--- config.mk ---
export PLATFORM = sky130hd
export DESIGN_NAME = hit_packetizer
export DESIGN_NICKNAME = d
export VERILOG_FILES = /design/src/rtl/hit_packetizer.sv
export SDC_FILE = /design/constraint.sdc
export NUM_CORES = 1
export LEC_CHECK = 0
export BUFFER_PORTS_ARGS = -buffer_cell sky130_fd_sc_hd__buf_2
export CORE_MARGIN = 1.5
export CORE_UTILIZATION = 59
export CTS_CLUSTER_SIZE = 12
export DETAILED_ROUTE_END_ITERATION = 12
export PLACE_DENSITY_LB_ADDON = 0.3
export SYNTH_ARGS = -nofsm -noshare
export SYNTH_HDL_FRONTEND = slang
export SYNTH_SLANG_ARGS = --single-unit
--- constraint.sdc ---
create_clock -name clk -period 3.2 [get_ports clk]
set_input_delay 0.64 -clock clk [delete_from_list [all_inputs] [get_ports clk]]
set_output_delay 0.64 -clock clk [all_outputs]
set_load 0.1 [all_outputs]
--- src/rtl/hit_packetizer.sv ---
module hit_packetizer #(
  parameter int CHIP_W = 5,
  parameter int XING_W = 8,
  parameter int ADDR_W = 12,
  parameter int AMP_W  = 3
) (
  input  logic              clk,
  input  logic              rst_n,
  input  logic              hit_valid,
  output logic              hit_ready,
  input  logic [CHIP_W-1:0] hit_chip,
  input  logic [XING_W-1:0] hit_xing,
  input  logic [ADDR_W-1:0] hit_addr,
  input  logic [AMP_W-1:0]  hit_amp,
  input  logic              flush,
  output logic              out_valid,
  input  logic              out_ready,
  output logic [31:0]       out_data,
  output logic              out_last
);
  localparam int HALF_W = 3 + CHIP_W + XING_W;

  logic              open_q, full_q, first_q;
  logic [CHIP_W-1:0] chip_q;
  logic [XING_W-1:0] xing_q;
  logic [31:0]       acc_q;

  wire [HALF_W-1:0] hdr_w  = {2'b10, 1'b0, hit_chip, hit_xing};
  wire [HALF_W-1:0] data_w = {1'b0, hit_addr, hit_amp};

  assign hit_ready = !out_valid || out_ready;

  wire take    = hit_ready && hit_valid;
  wire act     = hit_ready && flush;
  wire keydiff = (hit_chip != chip_q) || (hit_xing != xing_q);
  wire start   = take && (act || !open_q || keydiff);
  wire close   = open_q && (act || (take && keydiff));
  wire mid     = take && !start && full_q;
  wire emit    = close || mid;

  always_ff @(posedge clk) begin
    if (!rst_n) begin
      out_valid <= 1'b0;
      out_data  <= '0;
      out_last  <= 1'b0;
    end else if (hit_ready) begin
      out_valid <= emit;
      if (emit) begin
        out_data <= acc_q;
        out_last <= close;
      end
    end
  end

  always_ff @(posedge clk) begin
    if (!rst_n) begin
      open_q <= 1'b0;
      full_q <= 1'b0;
      chip_q <= '0;
      xing_q <= '0;
      acc_q  <= '0;
    end else if (start) begin
      open_q <= 1'b1;
      full_q <= 1'b1;
      chip_q <= hit_chip;
      xing_q <= hit_xing;
      acc_q  <= {hdr_w, data_w};
    end else begin
      if (act) open_q <= 1'b0;
      if (take) begin
        if (full_q) begin
          acc_q  <= {data_w, 16'h0000};
          full_q <= 1'b0;
        end else begin
          acc_q[15:0] <= data_w;
          full_q      <= 1'b1;
        end
      end
    end
  end

  always_ff @(posedge clk) begin
    if (!rst_n) first_q <= 1'b1;
    else if (out_valid && out_ready) first_q <= out_last;
  end


  stall_hold_chk: assert property (@(posedge clk) disable iff (!rst_n)
    out_valid && !out_ready |=> out_valid && $stable(out_data) && $stable(out_last));


  stall_ready_chk: assert property (@(posedge clk) disable iff (!rst_n)
    out_valid && !out_ready |-> !hit_ready);


  head_code_chk: assert property (@(posedge clk) disable iff (!rst_n)
    out_valid && first_q |-> out_data[31:29] == 3'b100);


  body_code_chk: assert property (@(posedge clk) disable iff (!rst_n)
    out_valid && !first_q |-> !out_data[31]);


  low_half_chk: assert property (@(posedge clk) disable iff (!rst_n)
    out_valid |-> !out_data[15]);


  flush_close_chk: assert property (@(posedge clk) disable iff (!rst_n)
    flush && hit_ready && !hit_valid |=> !open_q);
endmodule

==> results.sh <==
export IMPL_yosysMostFrequentCell="nand2_1"
export IMPL_grt_pass1_vias=2574
export IMPL_wl_met3_um=340
export IMPL_die_area_um2=6250
export IMPL_pwr_share_comb_pct=15.5
export IMPL_ios=68
export IMPL_rsz0062_at_grt="false"
export IMPL_routedLengthMet1_mm=3.45
export IMPL_synthMuxAreaShare_pct=13.2
export IMPL_drc=0
export IMPL_hold_violations=0
export IMPL_cap_violations=0
export IMPL_core_area_um2=5540
export IMPL_wl_per_cell_um=14.7
export IMPL_num_rows=27
export IMPL_ant_nets=0
export IMPL_synth_common_cells="90 x nand2_1, 79 x dfxtp_1, 45 x mux2i_1"
export IMPL_swShare_pct=28.5
export IMPL_final_setup_worst_slack_ns=0.921
export IMPL_worstMarginPinSlew_ns=0.887
export IMPL_cp_top_family="simple AND/OR/NAND/NOR gates"
export IMPL_p_seq_share_pct=48.3
export IMPL_p_sw_mw=0.629
export IMPL_status="completed"
export IMPL_antenna_found_initial=0
export IMPL_insertion_delay_ns=0.35
export IMPL_cp_slowest_cell="nand4_2"
export IMPL_n_antenna_cell=0
export IMPL_endpoint_kind="flop"
export IMPL_final_util_pct=70.9
export IMPL_post_cts_setup_buffer_count=0
export IMPL_cts_hold_buf=0
export IMPL_dp_hpwl_mm=5.29
export IMPL_worstPathCellList="buf_2, xor2_1, nor4_2, nand4_2, o21a_1, buf_4, mux2i_1"
export IMPL_setup_viol_count_final=0
export IMPL_skew_ns=0.0101
export IMPL_start_util_pct=61.6
export IMPL_cp_buffers_inverters=2
export IMPL_dp_slack_ns=0.564
export IMPL_power_leakage_nw=1.72
export IMPL_die_width_um=79.0
export IMPL_crit_arrival_ns=2.55
export IMPL_grt_max_degree=39
export IMPL_whs_ns=0.455
export IMPL_gp_congestion=0.831
export IMPL_syn_nets=407
export IMPL_grt_pass1_wl_mm=12.3
export IMPL_via_per_inst=5.44
export IMPL_numCtsBuffers=9
export IMPL_cts_tree="yes"
export IMPL_fin_crit_ns=2.28
export IMPL_clock_root_buffer="clkbuf_8"
export IMPL_synth_simple_area_share_pct=15.3
export IMPL_firstDrtPassIters=4
export IMPL_synthXorXnorAreaFrac_pct=3.34
export IMPL_clockBufferDepth=2
export IMPL_path_clk_slew_ns=0.08
export IMPL_path_max_fanout=30
export IMPL_cts_resized=0
export IMPL_cp_required_ns=3.47
export IMPL_drt_wl_total_mm=7.43
export IMPL_irDropWorstVdd_v=0.000326
export IMPL_max_slew_margin_rel_pct=40.6
export IMPL_synth_edf_count=0
export IMPL_met2WireLength_mm=3.50
export IMPL_crit_type="in -> reg"
export IMPL_die_h_um=79.0
export IMPL_numPortBuffers=66
export IMPL_clock_sinks=79
export IMPL_p_per_area_nw_per_um2=562
export IMPL_synth_cell_types=32
export IMPL_fin_tns_setup_ns=0
export IMPL_drv_slew=0
export IMPL_syn_inst=374
export IMPL_clkPwrFrac_pct=36.2
export IMPL_syn_area_um2=3410
export IMPL_synth_fa_ha_area_share_pct=0
export IMPL_dp_cells=488
export IMPL_avgSynthCellArea_um2=9.12
export IMPL_max_stage_delay_ns=0.40
export IMPL_post_dp_cell_area_um2=3710
export IMPL_synth_compound_area_share_pct=16.3
export IMPL_finalNetCount=460
export IMPL_synth_largest_area_cell="dfxtp_1"
export IMPL_hp_class="reg -> reg"
export IMPL_cell_internal_pwr_mw=1.58
export IMPL_ys_ff_latch=79
export IMPL_ys_flop_type="dfxtp_1"
export IMPL_fin_crit_sh_pct=71.2
export IMPL_yosysWarnings=0
export IMPL_fin_cells=504
export IMPL_ys_async_sr_fraction_pct=0
export IMPL_htree_levels=3
export IMPL_power_mw=2.21
export IMPL_top_layer="met4"
export IMPL_initialDrtViolationCount=211
export IMPL_vias=2741
export IMPL_final_cell_area_um2=3930
export IMPL_drive_gt1_share_pct=21.8
export IMPL_netlist_area_leader_share_pct=46.4
export IMPL_grt_total_usage_pct=25.5
export IMPL_fmax_ghz=0.439
export IMPL_synth_top_family_by_area="compound AO/OA/AOI/OAI gates"
export IMPL_synth_seq_area_share_pct=46.4
export IMPL_start_kind="input pin"
export IMPL_grt_ovfl_total=0
export IMPL_area_delta_synth_final_pct=15.2
export IMPL_synth_area_leaders="dfxtp_1 46%, mux2i_1 13%, nand2_1 9.9%"
-- final cells by class --
class / count / area (µm²)
multi-input combinational: 261 / 1640
fill: 462 / 1610
sequential: 79 / 1580
timing repair buffer: 74 / 390
clock buffer: 11 / 131
tap: 72 / 90.1
clock inverter: 5 / 82.6
inverter: 2 / 7.51
-- power by group through the flow --
stage,Clock (mW),Sequential (mW),Combinational (mW)
2_1_floorplan,0,1.18,0.180
3_3_place_gp,0,1.09,0.332
3_5_place_dp,0,1.09,0.340
4_1_cts,0.804,1.07,0.341
5_1_grt,0.850,1.07,0.367
6_report,0.799,1.07,0.342
-- tightest hold or removal path: stages (launching register included) --
cell,delay (ns)
dfxtp_1,0.31
nand2_1,0.05
mux2i_1,0.05
-- placed cells by master, fill, tap and decap left out, types with 2 or more instances in the layout --
| master | n |
|---|---|
| and3_1 | 2 |
| buf_2 | 66 |
| clkbuf_8 | 9 |
| o22ai_1 | 2 |
| clkinv_4 | 2 |
| dfxtp_1 | 79 |
| nor2_1 | 2 |
| inv_1 | 2 |
| bufinv_16 | 2 |
| nand3_1 | 2 |
| xor2_1 | 13 |
| nor4_2 | 3 |
| o22a_1 | 13 |
| mux2i_1 | 45 |
| o21a_1 | 2 |
| buf_4 | 8 |
| a22o_1 | 14 |
| nand2_1 | 90 |
| o21ai_0 | 30 |
| clkbuf_1 | 2 |
| a21oi_1 | 18 |
| nor3_1 | 14 |
-- kinds of logic after synthesis --
family,Yosys count
flops,79
compound gates,83
xor+xnor,13
simple gates,119
buf+inv,34
mux,45
other cells,1
-- path summary, 6_finish.rpt --
kind	start	cells past startpoint	end	slack [ns]
setup / recovery	hit_xing[2]	7	out_data[25]	0.92
hold / removal	out_data[22]	2	out_data[22]	0.46
setup reg to reg	chip_q[4]	6	out_data[25]	0.98
hold reg to reg	out_data[22]	2	out_data[22]	0.46
-- state kept, by name, indices dropped and copies added (netlist names) --
register and count:
acc_q 31, full_q 1, xing_q 8, chip_q 5, open_q 1, out_data 31
out_valid 1, out_last 1
-- per-layer routing --
metal	GRT usage (%)	up-vias
met5	0	-
met4	8.60	0
met3	5.63	12
met2	39.0	81
met1	35.7	1245
li1	-	1403
No activity file was read; power rests on OpenSTA's default activity.
